**src/rtl/msw_store_stage.sv**
```systemverilog
module msw_store_stage #(
  parameter int CW = 64
) (
  input  logic            clk,
  input  logic            rst,
  input  logic            in_valid,
  input  logic [7:0]      op_b0,
  input  logic [7:0]      op_b1,
  input  logic [2:0]      modrm_reg,
  input  logic            rm_is_mem,
  input  logic            lock_pfx,
  input  logic [1:0]      opsize,
  input  logic [1:0]      cpu_mode,
  input  logic [1:0]      cpl,
  input  logic            umip,
  input  logic            ac_en,
  input  logic            misaligned,
  input  logic            seg_nonwritable,
  input  logic            seg_null,
  input  logic            seg_limit_data,
  input  logic            seg_limit_stack,
  input  logic            noncanon,
  input  logic            noncanon_stack,
  input  logic            page_fault,
  input  logic [CW-1:0]   ctl_word,
  output logic            done,
  output logic            reg_we,
  output logic [CW-1:0]   reg_data,
  output logic [CW/8-1:0] reg_mask,
  output logic            mem_we,
  output logic [15:0]     mem_data,
  output logic            exc_valid,
  output logic [2:0]      exc_code
);
  localparam int MW = CW / 8;
  localparam logic [2:0] X_NONE = 3'd0, X_UD = 3'd1, X_GP = 3'd2,
                         X_SS = 3'd3, X_PF = 3'd4, X_AC = 3'd5;

  wire hit     = (op_b0 == 8'h0F) && (op_b1 == 8'h01) && (modrm_reg == 3'd4);
  wire m_real  = (cpu_mode == 2'd0);
  wire m_prot  = (cpu_mode == 2'd1);
  wire m_v86   = (cpu_mode == 2'd2);
  wire m_long  = (cpu_mode == 2'd3);

  wire f_priv  = umip && (m_v86 || ((m_prot || m_long) && cpl != 2'd0));
  wire f_gp    = rm_is_mem && (m_long ? noncanon
                 : (seg_limit_data || (m_prot && (seg_nonwritable || seg_null))));
  wire f_ss    = rm_is_mem && (m_long ? noncanon_stack : seg_limit_stack);
  wire f_pf    = rm_is_mem && !m_real && page_fault;
  wire f_ac    = rm_is_mem && !m_real && ac_en && misaligned && (m_v86 || cpl == 2'd3);

  logic [2:0]    code_n;
  logic [CW-1:0] rdata_n;
  logic [MW-1:0] rmask_n;

  always_comb begin
    if (lock_pfx)    code_n = X_UD;
    else if (f_priv) code_n = X_GP;
    else if (f_gp)   code_n = X_GP;
    else if (f_ss)   code_n = X_SS;
    else if (f_pf)   code_n = X_PF;
    else if (f_ac)   code_n = X_AC;
    else             code_n = X_NONE;
  end

  always_comb begin
    rdata_n = '0;
    rmask_n = '0;
    rmask_n[1:0] = 2'b11;
    rdata_n[15:0] = ctl_word[15:0];
    if (opsize == 2'd1 || opsize == 2'd2) begin
      rmask_n[3:0] = 4'hF;
      if (m_long) rdata_n[31:0] = ctl_word[31:0];
    end
    if (opsize == 2'd2 && m_long) begin
      rmask_n = '1;
      rdata_n = ctl_word;
    end
  end

  wire go    = in_valid && hit;
  wire clean = go && (code_n == X_NONE);

  always_ff @(posedge clk) begin
    if (rst) begin
      done      <= 1'b0;
      reg_we    <= 1'b0;
      mem_we    <= 1'b0;
      exc_valid <= 1'b0;
      exc_code  <= X_NONE;
      reg_data  <= '0;
      reg_mask  <= '0;
      mem_data  <= '0;
    end else begin
      done      <= in_valid;
      exc_valid <= go && (code_n != X_NONE);
      exc_code  <= go ? code_n : X_NONE;
      reg_we    <= clean && !rm_is_mem;
      mem_we    <= clean && rm_is_mem;
      if (in_valid) begin
        reg_data <= rdata_n;
        reg_mask <= rmask_n;
        mem_data <= ctl_word[15:0];
      end
    end
  end

  assert_done_R1: assert property (@(posedge clk) disable iff (rst)
    in_valid |=> done);
  assert_nohit_R2: assert property (@(posedge clk) disable iff (rst)
    (in_valid && !hit) |=> (!reg_we && !mem_we && !exc_valid));
  assert_memdata_R3: assert property (@(posedge clk) disable iff (rst)
    mem_we |-> (mem_data == $past(ctl_word[15:0])));
  assert_lock_R7: assert property (@(posedge clk) disable iff (rst)
    (in_valid && hit && lock_pfx) |=> (exc_valid && exc_code == X_UD && !reg_we && !mem_we));
  assert_umip_R8: assert property (@(posedge clk) disable iff (rst)
    (in_valid && hit && !lock_pfx && umip && m_v86) |=> (exc_code == X_GP));
  assert_suppress_R12: assert property (@(posedge clk) disable iff (rst)
    exc_valid |-> (!reg_we && !mem_we && exc_code != X_NONE));
  assert_onewrite_R12: assert property (@(posedge clk) disable iff (rst)
    $countones({reg_we, mem_we, exc_valid}) <= 1);
endmodule

```
**config.mk**
```make
export PLATFORM = sky130hd
export DESIGN_NAME = msw_store_stage
export DESIGN_NICKNAME = d
export VERILOG_FILES = /design/src/rtl/msw_store_stage.sv
export SDC_FILE = /design/constraint.sdc
export NUM_CORES = 1
export LEC_CHECK = 0
export ABC_AREA = 1
export BUFFER_PORTS_ARGS = -buffer_cell sky130_fd_sc_hd__buf_2
export CAP_MARGIN = 25
export CORE_MARGIN = 5
export CORE_UTILIZATION = 46
export CTS_CLUSTER_DIAMETER = 200
export DETAILED_ROUTE_END_ITERATION = 6
export PLACE_DENSITY = 0.86
export SYNTH_ARGS = -nofsm -noshare
export SYNTH_HDL_FRONTEND = slang
export SYNTH_SLANG_ARGS = --single-unit
```
**constraint.sdc**
```tcl
create_clock -name clk -period 3.3 [get_ports clk]
set_clock_uncertainty 0.05 [all_clocks]
set_input_delay 0.165 -clock clk [delete_from_list [all_inputs] [get_ports clk]]
set_output_delay 0.165 -clock clk [all_outputs]
set_load 0.02 [all_outputs]
```
### Yosys cells after proc, flatten, opt, wreduce, memory -nomap -nowiden

Index checks and enable logic that the tools add are counted.

* register bits after elaboration: 95
* bits of input ports: 104

* equality and inequality tests: 9
* multiplexer cells: 13
* bitwise gates (word level): 1
* reductions and logical operators: 31

Operators by type and width (count)
* two-way mux 32 bit: 2
* two-way mux 64 bit: 1
* logical AND 1 bit: 18
* two-way mux 3 bit: 6
* equality test 2 bit, second input constant: 4
* equality test 8 x 1 -> 1 bit, second input constant: 1
* equality test 8 x 4 -> 1 bit, second input constant: 1
* two-way mux 8 bit: 1
* logical OR 1 bit: 6
* equality test 2 x 1 -> 1 bit, second input constant: 2
* two-way mux 4 bit: 1
* equality test 3 bit, second input constant: 1
* logical NOT 3 bit: 1
* nonzero test 3 bit: 1
* logical NOT 1 bit: 2
* logical NOT 2 bit: 1
* two-way mux 1 bit: 2
* nonzero test 2 bit: 1
* OR reduction 2 bit: 1
* inverter 1 bit: 1

### Depth between registers and ports, before layout

Gate-level depths: netlist of the first run.

* word-level depth: 15
* depth in mapped cells: 9
* depth with buffers taken out: 9

### Worst setup path before layout of the first run

No wires, ideal clock.

* path kind: input to register
* start: in opsize[0]
* end: reg reg_data[22]
* library setup time: 0.065 ns
* data arrival time: 1.130 ns
* required time: 3.185 ns
* setup slack: 2.055 ns
* stages: 6
* buffers on the path: 1
* cell sequence: inv_1 -> ha_1 -> nand2_1 -> clkbuf_1 -> a32oi_1 -> nor2_1

* cells in the longest elaborated chain, start to end: 4

RTL lines
* from (decl): RTL line 12 `input logic [1:0] opsize,`
* equality test 2 x 1 -> 1 bit or equality test 2 bit (tied branches): RTL line 71, 75
* logical OR 1 bit: RTL line 71 `if (opsize == 2'd1 || opsize == 2'd2) begin`
* two-way mux 32 bit: RTL line 71
* two-way mux 64 bit *: RTL line 75 `if (opsize == 2'd2 && m_long) begin`
* to (signal assigned): RTL line 101 `reg_data <= rdata_n;`
* to (decl): RTL line 28 `output logic [CW-1:0] reg_data,`

Every way passes the cells marked *; elsewhere a longest branch is shown, timed or not.
A chain may end at the register's enable or synchronous reset.

==> out/summary.txt, run 1 <==
Via count - 3030
Worst-Skew Late Latency - 0.33 ns
Pwr/cell area - 459 nW/um2
First-pass GRT wire length - 13.3 mm
RSZ-0062 raised after global routing - false
Ranking of synthesized cells by area - dfxtp_1, nand2_1, a21oi_2, buf_4, a21oi_1
Number of H-tree levels - 3
Final Max Slew Viols - 0
Worst slew margin - 0.605
Number of global-route vias before repair - 2951
Outcome - finished, final reports clean
Crit Path Max Fanout - 44
Async SR Flop Fraction - 0
Diode count - 0
Port-buffer cells - 198
CP Capture Type - flip-flop
Mapped Area - 3120 um2
Yosys top cell area share - 0.475
Primary FF master, synth - dfxtp_1
DR WL/cell - 13.3 um
Final Setup Violations - 0
CTS sink cnt - 74
Post-synthesis sequential area ratio - 0.475
Setup TNS - 0 ns
Critical path arrival - 1.60 ns
PostCTS Resize Cnt - 0
Fin crit period - 1.39 ns
First drt pass iteration count - 4
P_leak - 2.05 nW
Placement Cell Area - 3920 um2
Maxcap violations - 0
Post-layout util - 0.620
I/O Pins - 199
Clock buffer depth - 2
HPWL Detailed - 6.35 mm
Critical path required time - 3.51 ns
Most frequent cell after synthesis - nand2_1
Max VDD drop - 253 uV
Mean Syn Cell Area - 8.22 um2
Root Buffer - clkbuf_8
Layout Nets - 653
Routability Congestion - 0.904
Largest net degree at the start of global routing - 45
Layout cells sized above 1 - 0.482
Post-synth EDFFs - 0
Synthesized netlist cell count - 379
Die Span X - 92.3 um
Die H - 92.3 um
Post-route cell area - 4140 um2
Final Power - 1.90 mW
Clock transition at path regs - 0.08 ns
Detail Route Antenna Nets - 0
Initial Util - 0.466
Routed wire length - 8.39 mm
DRC viols - 0
Finished Layout Cells - 632
CP Launch Type - input pin
Slew at the pin closest to its max-slew limit - 0.593 ns
Library cells used by synthesis - 28
Via density - 4.79
Post-Syn Nets - 484
Top post-synthesis cells by count - nand2_1, dfxtp_1, nor2_1
Critical path type - in2reg
Row count - 30
GRT Total Usage - 0.190
Die area - 8520 um2
Synth Register Bits - 74
TritonCTS Buffers - 9
Final Hold Viols - 0
Min-delay worst type - in2reg
Max frequency - 0.718 GHz
DRT iter0 DRCs - 99
Dpl cells - 616
Synth warn - 0
CTS tree - built
Fin crit share - 0.422
Synth-to-Final Area Change - 32.8%
Synth area leader - dfxtp_1
Core area - 6680 um2
Initial antenna violation count - 0
Total grt overflow - 0
[through the flow]
| step | setup WS, ns | hold slack [ns] |
|---|---|---|
| 2_1_floorplan | 2.06 | 0.242 |
| 3_3_place_gp | 1.67 | 0.363 |
| 3_5_place_dp | 1.56 | 0.370 |
| 4_1_cts | 1.91 | 0.00506 |
| 5_1_grt | 1.79 | 0.0119 |
| 6_report | 1.91 | 0.0265 |
[cell usage in the layout (no fill, tap or decap), types with 2 or more instances in the layout]
master | Yosys | final
nor2_4 | 2 | 2
a21oi_1 | 32 | 32
dfxtp_1 | 74 | 74
clkbuf_8 | 0 | 9
nand4_1 | 2 | 2
bufinv_16 | 0 | 2
nand3_2 | 2 | 2
o21ai_0 | 3 | 3
nor2_2 | 2 | 2
clkinv_2 | 0 | 3
nand3_1 | 2 | 2
buf_4 | 22 | 2
inv_1 | 14 | 13
nor2_1 | 36 | 36
nand2_1 | 101 | 101
buf_2 | 9 | 198
a21oi_2 | 20 | 20
nand2_2 | 22 | 22
a32oi_1 | 16 | 16
[cells by family (layout without fill, tap and decap cells)]
logic type | count (synthesis) | in the layout | share of synthesized area
compound gates | 73 | 73 | 0.161
fa+ha+maj | 1 | 1 | 0.00401
simple gates | 173 | 173 | 0.244
buf+inv | 58 | 231 | 0.116
flops | 74 | 74 | 0.475
[where the power goes]
group | switching, mW | internal, mW | total (mW) | leakage, nW
logic | 0.151 | 0.0936 | 0.244 | 1.35
clock network | 0.315 | 0.417 | 0.732 | 0.105
registers | 0.0128 | 0.913 | 0.926 | 0.601
[registers in the layout (all words and copies together), names as in the netlist]
| register | cells |
|---|---|
| done | 1 |
| mem_we | 1 |
| exc_code | 3 |
| exc_valid | 1 |
| reg_mask | 3 |
| reg_we | 1 |
| reg_data | 64 |
[per-layer routing]
metal | vias up | part of all wire | track usage
met5 | - | 0 | 0
met4 | 0 | 0.012 | 0.0693
met3 | 10 | 0.10 | 0.0658
met2 | 130 | 0.49 | 0.337
met1 | 1348 | 0.40 | 0.208
li1 | 1542 | - | -
[area by class of cell]
cell class | instances | area [um2]
Fill cell | 594 | 2540
Sequential cell | 74 | 1480
Multi-Input combinational cell | 247 | 1270
Timing Repair Buffer | 201 | 1020
Clock buffer | 9 | 124
Tap cell | 80 | 100
Clock inverter | 6 | 82.6
Inverter | 15 | 61.3
[worst max-delay path, stage by stage]
cell,delay [ns]
buf_2,0.24
inv_2,0.39
buf_4,0.48
nand2_1,0.15
a21oi_2,0.16
[worst paths after layout]
kind	startpoint	endpoint	slack, ns	cells past startpoint
setup / recovery	in_valid	reg_data[50]	1.91	5
hold / removal	ctl_word[36]	reg_data[36]	0.03	3
setup reg to reg	reg_mask[3]	reg_mask[3]	2.56	2
hold reg to reg	reg_data[38]	reg_data[38]	0.41	2
[timing repair]
action                                 in CTS  in global routing
endpoints found under the hold margin       1                  0
buffers inserted                            0                  0
hold buffers                                1                  0
(Power assumes the default switching activity.)
==> run 2, diff against run 1 <==
--- a/config.mk
+++ b/config.mk
@@ -9,10 +9,10 @@
 export BUFFER_PORTS_ARGS = -buffer_cell sky130_fd_sc_hd__buf_2
 export CAP_MARGIN = 25
 export CORE_MARGIN = 5
-export CORE_UTILIZATION = 46
+export CORE_UTILIZATION = 38
 export CTS_CLUSTER_DIAMETER = 200
 export DETAILED_ROUTE_END_ITERATION = 6
-export PLACE_DENSITY = 0.86
+export PLACE_DENSITY = 0.76
 export SYNTH_ARGS = -nofsm -noshare
 export SYNTH_HDL_FRONTEND = slang
 export SYNTH_SLANG_ARGS = --single-unit
==> constraint.sdc (replaced) <==
create_clock -name clk -period 1.2 [get_ports clk]
set_clock_uncertainty 0.05 [all_clocks]
set_input_delay 0.06 -clock clk [delete_from_list [all_inputs] [get_ports clk]]
set_output_delay 0.06 -clock clk [all_outputs]
set_load 0.02 [all_outputs]
==> run 2 against run 1 <==
Against the previous run:
- clock power rose to 2.9 times the previous value
- sequential power increased to 2.8 times the previous value
- sequential cell count unchanged
- critical path type unchanged
- critical endpoint is now exc_valid
==> out/summary.txt, run 2 (synthesized netlist as in run 1, its figures left out) <==
Outcome - finished, final reports clean
Largest Register - reg_data
Synth-to-Final Area Change - 57.9%
Max VDD drop - 657 uV
Die area - 10100 um2
Max reg flops - 64
Port-buffer cells - 198
Critical path startpoint - rm_is_mem
Row count - 33
Most common cell after layout, fill and taps aside - buf_2
Routability Congestion - 0.769
GR Util met3 - 0.0630
Multi-input logic area - 1280 um2
Initial antenna violation count - 1
First drt pass iteration count - 4
Fin crit share - 0.963
Root Buffer - clkbuf_8
Final Max Slew Viols - 0
Crit Path Max Fanout - 3
M1 GR Usage - 0.202
CP Launch Type - input pin
Top Usage Layer GRT - met2
Post-route cell area - 4920 um2
Critical path required time - 1.39 ns
Number of H-tree levels - 3
GR Layer Usage met2 - 0.360
Largest registers - reg_data x64, exc_code x3, reg_mask x3
First-pass GRT wire length - 15.6 mm
RR Startpoint - reg_data[26]
Core area - 8090 um2
Cells along the critical path - dlygate4sd3_1, buf_2, inv_2, nor2_1, nand2_1, nand3_2, nor2_2, nand3_2, nand2_1, inv_1
Reg2Reg Setup Slack - 0.46 ns
Min-delay worst type - in2reg
Clock transition at path regs - 0.07 ns
Fin crit period - 1.16 ns
Worst slew margin - 0.735
CP Capture Type - flip-flop
Via density - 4.67
FF/Latch Area - 1480 um2
Critical path type - in2reg
Largest net degree at the start of global routing - 69
Diode count - 0
Final Hold Viols - 0
Dpl cells - 645
Final Setup Violations - 0
Slew at the pin closest to its max-slew limit - 0.396 ns
DRC viols - 0
Max stage delay cell, worst path - dlygate4sd3_1
Placement Cell Area - 4040 um2
Detail Route Antenna Nets - 0
Worst-Skew Late Latency - 0.33 ns
TritonCTS Buffers - 9
Max incr delay on CP - 0.54 ns
CTS tree - built
Number of global-route vias before repair - 3421
Hold path start - page_fault
DRT iter0 DRCs - 97
Maxcap violations - 0
GRT Total Usage - 0.194
Routed wire length - 10.1 mm
Die H - 101 um
DR WL/cell - 13.9 um
Die Span X - 101 um
P_leak - 2.37 nW
Pwr/cell area - 1130 nW/um2
Critical path arrival - 1.34 ns
I/O Pins - 199
RSZ-0062 raised after global routing - false
Total grt overflow - 0
Max frequency - 0.865 GHz
CTS sink cnt - 74
Filler cell count - 659
Initial Util - 0.385
Finished Layout Cells - 727
Layout Nets - 722
Most frequent cells in the layout - buf_2, nand2_1, dfxtp_1, dlygate4sd3_1, nor2_1
Clock buffer depth - 2
Layout cells sized above 1 - 0.437
Post-layout util - 0.608
HPWL Detailed - 6.74 mm
Via count - 3397
[run 2: changes by cell type in the layout (fill, tap and decap cells not counted), sizes merged]
cell,change
clkbuf,+2
clkinv,-1
buf,+4
dlygate4sd3,+65
[run 2: per-stage QoR]
stage	power [mW]	hold WS, ns	worst slack, ns	TNS, ns
3_3_place_gp	3.31	0.258	-0.0517	-1.50
6_report	5.55	0.0523	0.0440	0
3_5_place_dp	3.32	0.264	-0.106	-2.43
5_1_grt	5.79	0.0647	0.0231	0
4_1_cts	5.61	0.0244	0.0209	0
2_1_floorplan	3.01	0.137	0.0602	0
[run 2: final cells by class]
| type | count | area share |
|---|---|---|
| flip-flops and latches | 74 | 0.301 |
| clock buffers | 11 | 0.0287 |
| inverters | 15 | 0.0125 |
| clock inverters | 5 | 0.0158 |
| multi-input cells | 247 | 0.261 |
| repair buffers | 270 | 0.355 |
| well taps | 105 | 0.0267 |
[run 2: worst max-delay path: cells and delay by family]
family | cells | cell delay, ns
AND/OR/NAND/NOR | 6 | 0.48
buffers and inverters | 4 | 0.81
[run 2: final timing paths]
kind,end,cells past startpoint
max,exc_valid,10
min,exc_code[2],5
max reg2reg,reg_data[26],2
min reg2reg,reg_data[56],2
[run 2: what timing repair did]
action | 4_1_cts | 5_1_grt
hold endpoints to repair | 70 | 0
setup endpoints to repair | 0 | 5
buffers inserted | 0 | 0
hold buffers | 66 | 0
resized for setup | 0 | 3
[run 2: report_power, final]
part / internal [mW] / switching, mW / total (mW)
combinational: 0.430 / 0.464 / 0.893
sequential: 2.51 / 0.0370 / 2.55
clock: 1.22 / 0.886 / 2.11
[run 2: per-layer routing]
metal,routed length (um),up-vias
li1,-,1685
met1,3710,1521
met2,5150,160
met3,969,29
met4,235,2
met5,13,-
==> run 3, diff against run 2 <==
--- a/config.mk
+++ b/config.mk
@@ -8,11 +8,13 @@
 export ABC_AREA = 1
 export BUFFER_PORTS_ARGS = -buffer_cell sky130_fd_sc_hd__buf_2
 export CAP_MARGIN = 25
+export CELL_PAD_IN_SITES_DETAIL_PLACEMENT = 0
+export CELL_PAD_IN_SITES_GLOBAL_PLACEMENT = 1
 export CORE_MARGIN = 5
-export CORE_UTILIZATION = 38
+export CORE_UTILIZATION = 26
 export CTS_CLUSTER_DIAMETER = 200
 export DETAILED_ROUTE_END_ITERATION = 6
-export PLACE_DENSITY = 0.76
+export PLACE_DENSITY_LB_ADDON = 0.1
 export SYNTH_ARGS = -nofsm -noshare
 export SYNTH_HDL_FRONTEND = slang
 export SYNTH_SLANG_ARGS = --single-unit
==> run 3 against run 2 <==
Against the previous run:
- total power is 11% higher
- combinational power hardly changed
- final cell count is 6.3% higher
- sequential power hardly changed
- critical path depth is 9 lower
- sequential share of layout area is 1.1 points lower
- cell area is 3.7% higher
- non-clock buffer count is 4 higher
- register-to-register slack hardly changed
- sequential cell count stayed put
- highest routed layer is now met4
==> out/summary.txt, run 3 (synthesized netlist as in run 1, its figures left out) <==
Max frequency - 0.948 GHz
Outcome - finished, final reports clean
Cells along the critical path - buf_2
Via density - 4.20
Synth-to-Final Area Change - 63.8%
Worst-Skew Late Latency - 0.33 ns
Hold buffer count at CTS - 67
RSZ-0062 raised after global routing - false
CP delay by family, top - flip-flops
First-pass GRT wire length - 16.4 mm
Die H - 119 um
TritonCTS Buffers - 9
Critical path arrival - 0.95 ns
CTS tree - built
Fin crit share - 0.879
GRT Total Usage - 0.143
Final Power - 6.15 mW
Setup TNS - 0 ns
Via count - 3246
DR WL/cell - 13.2 um
HPWL Detailed - 7.13 mm
Clock buffer depth - 2
Placement Cell Area - 4140 um2
I/O Pins - 199
Die area - 14300 um2
Max stage delay cell, worst path - dfxtp_1
Number of H-tree levels - 3
Routed wire length - 10.2 mm
Post-route cell area - 5100 um2
Total grt overflow - 0
Layout Nets - 726
Max reg flops - 64
Fin crit period - 1.06 ns
Slew at the pin closest to its max-slew limit - 0.415 ns
Largest Register - reg_data
Diode count - 0
Setup Buffers After CTS - 0
Clock transition at path regs - 0.05 ns
Initial Util - 0.263
CP Capture Type - output pin
PostCTS Resize Cnt - 0
Number of global-route vias before repair - 3290
Worst slew margin - 0.723
DRT iter0 DRCs - 149
Port-buffer cells - 198
Hold Slack - 0.0629 ns
Layout cells sized above 1 - 0.433
Initial antenna violation count - 0
Crit Path Max Fanout - 5
Post-layout util - 0.430
Largest registers - reg_data x64, exc_code x3, reg_mask x3
Max VDD drop - 921 uV
First drt pass iteration count - 4
Critical path type - reg2out
Root Buffer - clkbuf_16
Row count - 40
Routability Congestion - 0.714
Filler cell count - 1204
DRC viols - 0
Final Setup Violations - 0
Min-delay worst type - in2reg
Core area - 11900 um2
Maxcap violations - 0
Final Hold Viols - 0
P_leak - 2.43 nW
Critical path required time - 1.09 ns
CP Launch Type - flip-flop
Max incr delay on CP - 0.41 ns
Most common cell after layout, fill and taps aside - buf_2
Die Span X - 119 um
Most frequent cells in the layout - buf_2, nand2_1, dfxtp_1, dlygate4sd3_1, nor2_1
Final Max Slew Viols - 0
Pwr/cell area - 1210 nW/um2
CTS sink cnt - 74
Largest net degree at the start of global routing - 69
Crit path buf inv count - 1
Detail Route Antenna Nets - 0
-- run 3: stage by stage --
| step | cells | setup WS, ns |
|---|---|---|
| 2_1_floorplan | 379 | 0.0602 |
| 3_3_place_gp | 690 | 0.0131 |
| 3_5_place_dp | 690 | 0.0109 |
| 4_1_cts | 773 | 0.125 |
| 5_1_grt | 773 | 0.0626 |
| 6_report | 773 | 0.145 |
-- run 3: area by class of cell --
type,instances,area [um2],share of cell area
multi-input combinational,247,1270,0.250
sequential,74,1480,0.290
clock inverter,2,35.0,0.00686
timing repair buffer,274,1800,0.353
clock buffer,14,264,0.0517
inverter,15,61.3,0.0120
tap,147,184,0.0360
-- run 3: power by group --
group | total, mW | switching [mW] | internal (mW) | leakage (nW)
clock network | 2.71 | 0.987 | 1.72 | 0.147
registers | 2.55 | 0.0348 | 2.51 | 0.601
logic | 0.894 | 0.459 | 0.435 | 1.68
-- run 3: path summary, 6_finish.rpt --
kind | startpoint | end | slack, ns | depth (start not counted)
max | reg_mask[6] | reg_mask[7] | 0.14 | 1
min | page_fault | exc_code[2] | 0.06 | 5
max reg2reg | reg_mask[3] | reg_mask[3] | 0.47 | 2
min reg2reg | reg_data[44] | reg_data[44] | 0.41 | 2
-- run 3: layer usage --
layer	vias to the layer above	part of all wire	GRT usage	routed length [um]
li1	1692	-	-	-
met2	113	0.49	0.248	5010
met3	9	0.083	0.0603	844
met4	0	0.0095	0.0344	97
met5	-	0	0	0
met1	1432	0.41	0.164	4220
